<file path="src/rtl/slot_sched_pkg.sv">
package slot_sched_pkg;
    typedef enum logic [1:0] {
        SC_IDLE  = 2'd0,
        SC_SEEK  = 2'd1,
        SC_OFFER = 2'd2
    } scan_st_e;
endpackage

</file>
<file path="src/rtl/slot_pick.sv">
module slot_pick #(
    parameter int NSLOT  = 32,
    parameter int SLOT_W = $clog2(NSLOT)
) (
    input  logic [NSLOT-1:0]  pend_i,
    input  logic [SLOT_W:0]   floor_i,
    output logic              found_o,
    output logic [SLOT_W-1:0] idx_o
);
    logic [NSLOT-1:0] elig;

    for (genvar g = 0; g < NSLOT; g++) begin : g_elig
        assign elig[g] = pend_i[g] & (floor_i <= (SLOT_W+1)'(g));
    end

    always_comb begin
        found_o = 1'b0;
        idx_o   = '0;
        for (int i = NSLOT - 1; i >= 0; i--) begin
            if (elig[i]) begin
                found_o = 1'b1;
                idx_o   = SLOT_W'(i);
            end
        end
    end
endmodule

</file>
<file path="src/rtl/slot_issue_reg.sv">
module slot_issue_reg #(
    parameter int NSLOT = 32
) (
    input  logic             clk,
    input  logic             rst_n,
    input  logic             set_en_i,
    input  logic [NSLOT-1:0] set_mask_i,
    input  logic [NSLOT-1:0] clr_mask_i,
    output logic [NSLOT-1:0] issue_o
);
    logic [NSLOT-1:0] issue_d, issue_q;

    always_comb begin
        issue_d = issue_q & ~clr_mask_i;
        if (set_en_i) begin
            issue_d = issue_d | set_mask_i;
        end
    end

    always_ff @(posedge clk) begin
        if (!rst_n) issue_q <= '0;
        else        issue_q <= issue_d;
    end

    assign issue_o = issue_q;

    AST_NO_SW_CLEAR: assert property (@(posedge clk) disable iff (!rst_n)
        (clr_mask_i == '0) |=> ((issue_q & $past(issue_q)) == $past(issue_q)));
endmodule

</file>
<file path="src/rtl/slot_ctrl_reg.sv">
module slot_ctrl_reg #(
    parameter int DATA_W    = 32,
    parameter int START_BIT = 0,
    parameter int RXEN_BIT  = 4,
    parameter int RXRUN_BIT = 14,
    parameter int LRUN_BIT  = 15
) (
    input  logic              clk,
    input  logic              rst_n,
    input  logic              wr_en_i,
    input  logic [DATA_W-1:0] wr_data_i,
    output logic [DATA_W-1:0] ctrl_o,
    output logic              start_o
);
    logic [DATA_W-1:0] ctrl_d, ctrl_q;

    always_comb begin
        ctrl_d = ctrl_q;
        if (wr_en_i) begin
            ctrl_d            = wr_data_i;
            ctrl_d[LRUN_BIT]  = wr_data_i[START_BIT];
            ctrl_d[RXRUN_BIT] = wr_data_i[RXEN_BIT];
        end
    end

    always_ff @(posedge clk) begin
        if (!rst_n) ctrl_q <= '0;
        else        ctrl_q <= ctrl_d;
    end

    assign ctrl_o  = ctrl_q;
    assign start_o = ctrl_q[START_BIT];

    AST_LIST_RUN_MIRROR: assert property (@(posedge clk) disable iff (!rst_n)
        ctrl_q[LRUN_BIT] == ctrl_q[START_BIT]);
    AST_RX_RUN_MIRROR: assert property (@(posedge clk) disable iff (!rst_n)
        wr_en_i |=> ctrl_q[RXRUN_BIT] == $past(wr_data_i[RXEN_BIT]));
endmodule

</file>
<file path="src/rtl/slot_issue_sched.sv">
module slot_issue_sched
    import slot_sched_pkg::*;
#(
    parameter int NSLOT     = 32,
    parameter int DATA_W    = 32,
    parameter int START_BIT = 0,
    parameter int RXEN_BIT  = 4,
    parameter int RXRUN_BIT = 14,
    parameter int LRUN_BIT  = 15,
    localparam int SLOT_W   = $clog2(NSLOT)
) (
    input  logic              clk,
    input  logic              rst_n,
    input  logic              wr_en_i,
    input  logic              wr_sel_i,
    input  logic [DATA_W-1:0] wr_data_i,
    output logic [DATA_W-1:0] ctrl_o,
    output logic [NSLOT-1:0]  issue_o,
    output logic              eng_req_o,
    output logic [SLOT_W-1:0] eng_slot_o,
    input  logic              eng_ack_i,
    input  logic              eng_busy_i,
    input  logic              eng_drq_i,
    input  logic              eng_done_i,
    output logic [SLOT_W:0]   busy_tag_o
);
    typedef struct packed {
        scan_st_e          st;
        logic [SLOT_W:0]   ptr;
        logic [SLOT_W-1:0] cur;
        logic              trig;
        logic              recheck;
        logic              bvld;
        logic [SLOT_W-1:0] bslot;
    } sched_t;

    sched_t            r_q, r_d;
    logic [NSLOT-1:0]  clr_mask;
    logic              start;
    logic              found;
    logic [SLOT_W-1:0] pick;
    logic              eng_stall;
    logic              take;

    slot_ctrl_reg #(
        .DATA_W(DATA_W), .START_BIT(START_BIT), .RXEN_BIT(RXEN_BIT),
        .RXRUN_BIT(RXRUN_BIT), .LRUN_BIT(LRUN_BIT)
    ) u_ctrl (
        .clk(clk), .rst_n(rst_n),
        .wr_en_i(wr_en_i & ~wr_sel_i), .wr_data_i(wr_data_i),
        .ctrl_o(ctrl_o), .start_o(start)
    );

    slot_issue_reg #(.NSLOT(NSLOT)) u_issue (
        .clk(clk), .rst_n(rst_n),
        .set_en_i(wr_en_i & wr_sel_i), .set_mask_i(wr_data_i[NSLOT-1:0]),
        .clr_mask_i(clr_mask), .issue_o(issue_o)
    );

    slot_pick #(.NSLOT(NSLOT), .SLOT_W(SLOT_W)) u_pick (
        .pend_i(issue_o), .floor_i(r_q.ptr), .found_o(found), .idx_o(pick)
    );

    assign eng_stall  = eng_busy_i | eng_drq_i;
    assign eng_req_o  = (r_q.st == SC_OFFER) && start;
    assign eng_slot_o = r_q.cur;
    assign take       = eng_req_o & eng_ack_i;
    assign busy_tag_o = r_q.bvld ? {1'b0, r_q.bslot} : '1;

    always_comb begin
        r_d         = r_q;
        clr_mask    = '0;
        r_d.recheck = eng_done_i;

        if (r_q.recheck && r_q.bvld && !eng_stall) begin
            clr_mask[r_q.bslot] = 1'b1;
            r_d.bvld            = 1'b0;
        end

        case (r_q.st)
            SC_IDLE: begin
                if (r_q.trig) begin
                    r_d.trig = 1'b0;
                    if (start && (issue_o != '0)) begin
                        r_d.st  = SC_SEEK;
                        r_d.ptr = '0;
                    end
                end
            end
            SC_SEEK: begin
                if (!start || !found) begin
                    r_d.st = SC_IDLE;
                end else if (eng_stall) begin
                    r_d.ptr = {1'b0, pick} + 1'b1;
                end else begin
                    r_d.cur = pick;
                    r_d.st  = SC_OFFER;
                end
            end
            SC_OFFER: begin
                if (!start) begin
                    r_d.st = SC_IDLE;
                end else if (take) begin
                    if (eng_stall) begin
                        r_d.bvld  = 1'b1;
                        r_d.bslot = r_q.cur;
                    end else begin
                        clr_mask[r_q.cur] = 1'b1;
                    end
                    r_d.ptr = {1'b0, r_q.cur} + 1'b1;
                    r_d.st  = SC_SEEK;
                end
            end
            default: r_d.st = SC_IDLE;
        endcase

        if (wr_en_i || r_q.recheck) begin
            r_d.trig = 1'b1;
        end
    end

    always_ff @(posedge clk) begin
        if (!rst_n) begin
            r_q.st      <= SC_IDLE;
            r_q.ptr     <= '0;
            r_q.cur     <= '0;
            r_q.trig    <= 1'b0;
            r_q.recheck <= 1'b0;
            r_q.bvld    <= 1'b0;
            r_q.bslot   <= '0;
        end else begin
            r_q <= r_d;
        end
    end

    AST_REQ_NEEDS_START: assert property (@(posedge clk) disable iff (!rst_n)
        eng_req_o |-> ctrl_o[START_BIT]);
    AST_REQ_SLOT_PENDING: assert property (@(posedge clk) disable iff (!rst_n)
        eng_req_o |-> issue_o[eng_slot_o]);
    AST_REQ_HOLD: assert property (@(posedge clk) disable iff (!rst_n)
        (eng_req_o && !eng_ack_i && !wr_en_i) |=> (eng_req_o && $stable(eng_slot_o)));
    AST_NO_OFFER_ON_STALL: assert property (@(posedge clk) disable iff (!rst_n)
        $rose(eng_req_o) |-> !$past(eng_stall));
    AST_BUSY_RECORD: assert property (@(posedge clk) disable iff (!rst_n)
        (take && eng_stall) |=> (busy_tag_o == {1'b0, $past(eng_slot_o)}));
endmodule

</file>
<file path="config.mk">
export PLATFORM = sky130hd
export DESIGN_NAME = slot_issue_sched
export DESIGN_NICKNAME = d
export VERILOG_FILES = /design/src/rtl/slot_sched_pkg.sv /design/src/rtl/slot_pick.sv /design/src/rtl/slot_issue_reg.sv /design/src/rtl/slot_ctrl_reg.sv /design/src/rtl/slot_issue_sched.sv
export SDC_FILE = /design/constraint.sdc
export NUM_CORES = 1
export LEC_CHECK = 0
export ABC_AREA = 0
export CAP_MARGIN = 30
export CORE_ASPECT_RATIO = 0.5
export CORE_MARGIN = 2
export CORE_UTILIZATION = 52
export CTS_BUF_LIST = sky130_fd_sc_hd__clkbuf_4
export CTS_CLUSTER_DIAMETER = 150
export CTS_CLUSTER_SIZE = 25
export DETAILED_ROUTE_END_ITERATION = 10
export PLACE_DENSITY = 0.85
export SLEW_MARGIN = 25
export SYNTH_ARGS = -nofsm -noshare
export SYNTH_HDL_FRONTEND = slang
export SYNTH_SLANG_ARGS = --single-unit
</file>
<file path="constraint.sdc">
create_clock -name clk -period 3 [get_ports clk]
set_input_delay 0.6 -clock clk [delete_from_list [all_inputs] [get_ports clk]]
set_output_delay 0.6 -clock clk [all_outputs]
set_load 0.01 [all_outputs]
</file>
==> summary.txt, run 1 <==
CTS
  – Clock sink total: 83
  – Clk slew on worst S/H paths: 0.15 ns
  – Clock root cell: clkbuf_4
  – Clock buffer count from CTS: 9
  – Clk Latency, worst-skew pair: 0.48 ns
  – CTS H-Tree Depth: 3
  – CTS tree: done
  – Hold Buf Count CTS: 0
  – Clk buf depth: 2

Min path
  – Hold EP: u_ctrl.ctrl_o[11]$_SDFFE_PN0P_
  – Worst hold start: u_ctrl.ctrl_o[11]$_SDFFE_PN0P_
  – Hold WC Path Type: register to register
  – Cell depth of the worst hold path: 2

Critical path
  – Worst EP arrival: 3.23 ns
  – Peak fanout along the critical path: 23
  – Worst Setup End Kind: register
  – WP data required: 3.36 ns
  – R2R setup slack: 0.13 ns
  – CP Cell Sequence: buf_12 > nand2_2 > o311a_1 > nand2b_1 > o221ai_2 > and4b_1 > or2_2 > and2_1 > ha_2 > a22o_1 > nand4_1 > o21ai_0
  – Worst flop-to-flop path endpoint: r_q[14]$_SDFFE_PN0P_
  – CP Class: register to register
  – Reg2reg path depth: 12
  – Worst setup SP type: register
  – Crit path max-delay cell type: dfxtp_2
  – Worst reg2reg path startpoint: r_q[14]$_SDFFE_PN0P_
  – Crit path largest cell delay: 0.38 ns

Floorplan
  – Starting Density: 53.6%
  – Die W: 144 um
  – Core Area: 9450 um2
  – Rows: 25
  – Io pins: 116
  – Die area: 10600 um2
  – DIE HEIGHT: 73.8 um

Cells and area
  – Layout Nets: 873
  – N_diodes: 0
  – Final Non-Filler Cells: 964
  – Design area: 6830 um2
  – P&R area growth vs syn: 34.9%
  – Share of layout cells above drive strength 1: 14.2%

Drt
  – Routed len/inst: 20.3 um
  – Routed vias/inst: 6.21
  – DR pass1 iterations: 6
  – DRC violations left: 0
  – Total routed wirelength: 19600 um
  – Via Count: 5991
  – Initial DRC Count: 752
  – ANT nets after route: 0

Synth
  – Mapped Cells: 685
  – Seq/Total Area, Yosys: 32.8%
  – Top FF cell, synth: dfxtp_1
  – Synth warnings: 0
  – Synthesized area: 5060 um2
  – Syn Area/Cell: 7.39 um2
  – Async set or reset register ratio after synthesis: 0%
  – EDFF count, synth: 0
  – Synthesis-stage register bit count: 83
  – Synth cell types: 78
  – Post-Syn Nets: 734

Power
  – Maximum VDD drop: 0.343 mV
  – Pwr dens: 418 nW/um2
  – Tot Pwr: 2.85 mW
  – Lkg Pwr: 2.44 nW

GRT
  – Largest net degree at the start of global routing: 70
  – First-pass GRT wire length: 29300 um
  – Number of antenna violations at the first check in global routing: 0
  – Number of global-route vias before repair: 5284
  – GRT overflow: 0
  – Overall routing resource usage: 36.7%

Timing
  – Worst-margin pin slew: 0.683 ns
  – Fmax: 348 MHz
  – Setup Skew: 0.0208 ns
  – Period minus WS final: 2.87 ns
  – Setup ws final: 0.129 ns
  – Hold Fails Final Rpt: 0
  – Worst slew margin: 54.4%
  – Final worst path period share: 95.7%
  – Endpoints failing setup: 0
  – Slew Limit Fails: 0
  – Setup TNS: 0 ns

Placement
  – Placed instance area: 6650 um2
  – Port bufs: 115
  – DPL Wire Length: 15100 um
  – Global placement routability congestion: 0.983
  – Dpl cells: 948
  – Dpl ws: 0.0535 ns

Status
  – Outcome: finished clean

Job
  – Max-cap violations: 0
Yosys cell counts, types with 5 or more instances:
cell type	count	area share [%]
a21oi_1	68	6.7
a22oi_1	29	4.3
and2_1	8	0.99
and3_1	5	0.62
buf_2	8	0.79
buf_4	12	1.8
clkbuf_1	31	2.3
dfxtp_1	83	33
ha_1	9	2.2
inv_1	14	1.0
mux2i_1	5	0.99
nand2_1	127	9.4
nand2b_1	15	1.9
nand3_1	19	1.9
nand3b_1	10	1.5
nand4_1	8	0.99
nor2_1	65	4.8
nor2b_1	9	1.1
nor4_1	8	0.99
o21ai_0	15	1.5
o221ai_1	5	0.87
o22ai_1	33	4.1
sequential cells by signal (all words and copies together), names as in the netlist:
signal,flops
eng_slot_o,5
u_ctrl.ctrl_o,30
r_q,16
u_issue.issue_o,32
report_power, final:
| group | internal [mW] | leakage (nW) | switching (mW) |
|---|---|---|---|
| Sequential | 1.16 | 0.679 | 0.0868 |
| Combinational | 0.450 | 1.69 | 0.495 |
| Clock | 0.186 | 0.0709 | 0.470 |
| Total | 1.80 | 2.44 | 1.05 |
metrics by stage:
step	hold slack [ns]	util [%]
floorplan	0.459	-
global placement	0.441	70.4
detailed placement	0.445	70.4
CTS	0.465	71.7
global route	0.484	72.3
finish	0.461	72.3
cells in the final DEF, fill, tap and decap left out, types with 9 or more instances in the layout:
| cell | Yosys | layout |
|---|---|---|
| nor2_1 | 65 | 65 |
| dfxtp_1 | 83 | 80 |
| buf_4 | 12 | 64 |
| clkdlybuf4s50_1 | 0 | 115 |
| inv_1 | 14 | 14 |
| nand2b_1 | 15 | 15 |
| o21ai_0 | 15 | 12 |
| nand2_1 | 127 | 127 |
| nand3_1 | 19 | 19 |
| nand3b_1 | 10 | 10 |
| a21oi_1 | 68 | 67 |
| clkbuf_4 | 0 | 9 |
| o22ai_1 | 33 | 33 |
| a22oi_1 | 29 | 29 |
area by class of cell:
type	instances	area, um2
clock inverter	7	58.8
sequential	83	1670
multi-input combinational	531	3100
clock buffer	9	67.6
inverter	16	60.1
fill	799	2620
timing repair buffer	183	1700
tap	135	169
critical path: cells and delay by family, from the launching register on:
kind,cells,cell delay (ns)
AND/OR/NAND/NOR,6,1.13
buffers and inverters,1,0.17
adder cells (fa/ha/maj),1,0.25
AO/OA/AOI/OAI,4,0.84
flip-flops,1,0.38
logic make-up after synthesis:
| logic type | after synthesis | synth area share (%) |
|---|---|---|
| compound gates | 211 | 27.9 |
| xor+xnor | 5 | 0.865 |
| fa+ha+maj | 9 | 2.22 |
| buf+inv | 71 | 6.80 |
| flops | 83 | 32.8 |
| mux | 5 | 0.989 |
| simple gates | 301 | 28.4 |
timing repair:
action	4_1_cts	5_1_grt
gates resized for setup	0	17
endpoints found under the setup margin	0	6
buffers inserted	0	1
endpoints found under the hold margin	0	0
layer usage:
metal	vias up	wire length [um]	track usage [%]
li1	2743	-	-
met1	2803	8380	50.7
met2	389	8130	53.1
met3	56	2670	15.1
met4	0	386	8.93
met5	-	0	0
worst max-delay path by stage:
stage / startpoint / to / slack, ns
4_1_cts: r_q[16]$_SDFFE_PN0P_ / r_q[14]$_SDFFE_PN0P_ / 0.02
6_report: r_q[14]$_SDFFE_PN0P_ / r_q[14]$_SDFFE_PN0P_ / 0.13
2_1_floorplan: r_q[16]$_SDFFE_PN0P_ / r_q[14]$_SDFFE_PN0P_ / 0.40
5_1_grt: r_q[16]$_SDFFE_PN0P_ / r_q[14]$_SDFFE_PN0P_ / -0.006
3_5_place_dp: r_q[14]$_SDFFE_PN0P_ / r_q[14]$_SDFFE_PN0P_ / 0.05
3_3_place_gp: r_q[14]$_SDFFE_PN0P_ / r_q[14]$_SDFFE_PN0P_ / 0.1
Power figures use the tool's default switching activity.
==> run 2: changes to the inputs <==
Settings changed: PLACE_DENSITY 0.85 to 0.82.
==> run 2 against run 1 <==
  * Hold slack gained 0.0031 ns
  * Clock power is 5.2% higher
  * Clock-buffer cell count unchanged
  * Core utilization down 1.6 points
  * Cell area down 2.2%
  * Total power is 1.4% lower
  * Worst setup slack better by 0.038 ns
  * Critical path depth is 3 lower
  * Routed wire length down 2.2%
  * Maximum frequency rose by 1.3%
  * First-iteration DRC count rose by 3.1%
  * Critical path type unchanged
==> summary.txt, run 2 (synthesis results as in run 1) <==
CTS
  – Clk Latency, worst-skew pair: 0.45 ns
  – Clk buf depth: 2
  – Clk slew on worst S/H paths: 0.14 ns
  – Clock buffer count from CTS: 9
  – Clock sink total: 83
  – Clock root cell: clkbuf_4
  – CTS tree: done
  – Hold Buf Count CTS: 0
  – CTS H-Tree Depth: 3

Critical path
  – Worst Setup End Kind: register
  – CP top delay family: compound AO/OA/AOI/OAI gates
  – Worst reg2reg path startpoint: r_q[13]$_SDFFE_PN0P_
  – Worst flop-to-flop path endpoint: r_q[16]$_SDFFE_PN0P_
  – CP startpoint: r_q[13]$_SDFFE_PN0P_
  – Buf+Inv Stages, Crit Path: 1
  – R2R setup slack: 0.17 ns
  – Reg2reg path depth: 9
  – Worst EP arrival: 3.18 ns
  – WP data required: 3.34 ns
  – CP Cell Sequence: buf_4 > nand3_2 > a221oi_2 > a41oi_1 > nor3_2 > a31oi_2 > and3b_1 > a31o_1 > a41o_1
  – Peak fanout along the critical path: 9
  – Worst setup SP type: register
  – CP Class: register to register
  – Crit path max-delay cell type: dfxtp_2
  – Crit path largest cell delay: 0.48 ns

Cells and area
  – Most common cell after layout, fill and taps aside: nand2_1
  – Share of layout cells above drive strength 1: 12.0%
  – P&R area growth vs syn: 31.9%
  – Max reg flops: 32
  – N_diodes: 0
  – Commonest non-fill, non-tap cells in the layout: nand2_1 (127), clkdlybuf4s50_1 (115), dfxtp_1 (79)
  – Layout Nets: 854
  – Filler cell count: 798

Timing
  – Period minus WS final: 2.83 ns
  – Setup Skew: 0.0168 ns
  – Slew Limit Fails: 0
  – Fmax: 353 MHz
  – Final worst path period share: 94.5%
  – Hold Fails Final Rpt: 0
  – Worst slew margin: 55.4%
  – Setup ws final: 0.166 ns
  – Endpoints failing setup: 0
  – Unrepaired setup endpoints after global routing: false
  – Setup TNS: 0 ns
  – Worst-margin pin slew: 0.668 ns

Drt
  – ANT nets after route: 0
  – Routed vias/inst: 6.25
  – Via Count: 5907
  – Initial DRC Count: 775
  – Total routed wirelength: 19100 um
  – DRC violations left: 0
  – Routed len/inst: 20.3 um
  – DR pass1 iterations: 8

Power
  – Lkg Pwr: 2.34 nW
  – Maximum VDD drop: 0.300 mV
  – Pwr dens: 421 nW/um2

Min path
  – Worst hold start: u_ctrl.ctrl_o[25]$_SDFFE_PN0P_
  – Hold WC Path Type: register to register
  – Hold EP: u_ctrl.ctrl_o[25]$_SDFFE_PN0P_
  – Cell depth of the worst hold path: 2

Status
  – Outcome: finished clean

Placement
  – Dpl ws: 0.0609 ns
  – Port bufs: 115
  – Global placement routability congestion: 1.03
  – DPL Wire Length: 14800 um

Floorplan
  – Die area: 10600 um2
  – DIE HEIGHT: 73.8 um
  – Io pins: 116
  – Starting Density: 53.6%
  – Core Area: 9450 um2
  – Die W: 144 um
  – Rows: 25

GRT
  – Largest net degree at the start of global routing: 70
  – Overall routing resource usage: 36.1%
  – Number of antenna violations at the first check in global routing: 0
  – First-pass GRT wire length: 29100 um
  – GRT overflow: 0
  – Number of global-route vias before repair: 5250

Job
  – Max-cap violations: 0
==> run 2: cell count changes in the layout (fill, tap and decap cells not counted), moves of 2 or more <==
cell and delta:
dfxtp_2 +2, o21ai_1 -2, o21ai_0 +2, buf_4 -18, clkinvlp_4 +2
==> run 2: repair_timing <==
| action | CTS | global route |
|---|---|---|
| buffers inserted | 0 | 1 |
| setup endpoints to repair | 0 | 5 |
| gates resized for setup | 0 | 10 |
==> run 2: cell type report <==
cell class                      instances  area, um2  share of cell area (%)
Inverter                               16       60.1                   0.900
Clock buffer                            9       67.6                    1.01
Timing Repair Buffer                  164       1560                    23.3
Sequential cell                        83       1670                    25.0
Multi-Input combinational cell        531       3080                    46.1
Clock inverter                          7       75.1                    1.12
Tap cell                              135        169                    2.53
==> run 2: how the worst max path moves through the flow <==
stage                            to  slack, ns  cells past startpoint
3_3_place_gp   r_q[15]$_SDFFE_PN0P_       0.07                     12
2_1_floorplan  r_q[14]$_SDFFE_PN0P_       0.40                     12
4_1_cts        r_q[17]$_SDFFE_PN0P_       0.02                     13
5_1_grt        r_q[14]$_SDFFE_PN0P_      0.003                     11
3_5_place_dp   r_q[14]$_SDFFE_PN0P_       0.06                     13
6_report       r_q[16]$_SDFFE_PN0P_       0.17                      9
==> run 2: worst reg2reg max path, delay by kind of cell (launching register included) <==
kind	cells	cell delay, ns
and+or+nand+nor	3	0.78
AOI/OAI and AO/OA	5	1.26
buffers and inverters	1	0.22
DFF	1	0.48
==> run 2: layer usage <==
| metal | global-route usage (%) | part of all wire (%) | vias to the layer above |
|---|---|---|---|
| li1 | - | - | 2703 |
| met1 | 51.6 | 43 | 2741 |
| met2 | 52.2 | 41 | 410 |
| met3 | 11.7 | 13 | 53 |
| met4 | 9.59 | 2.1 | 0 |
| met5 | 0 | 0 | - |
==> run 2: power by group <==
| group | switching [mW] | leakage [nW] | internal (mW) |
|---|---|---|---|
| clock network | 0.431 | 0.0706 | 0.258 |
| logic | 0.483 | 1.59 | 0.408 |
| registers | 0.0727 | 0.680 | 1.16 |
==> run 2: metrics by stage <==
step | cells | hold WS, ns | instance area [um2] | util, % | power, mW
after floorplan | 685 | 0.459 | 5060 | - | 1.75
final | 945 | 0.465 | 6680 | 70.7 | 2.81
after global routing | 945 | 0.483 | 6680 | 70.7 | 2.93
after detailed placement | 928 | 0.446 | 6500 | 68.8 | 2.10
after global placement | 928 | 0.442 | 6500 | 68.8 | 2.10
after CTS | 944 | 0.465 | 6640 | 70.3 | 2.78
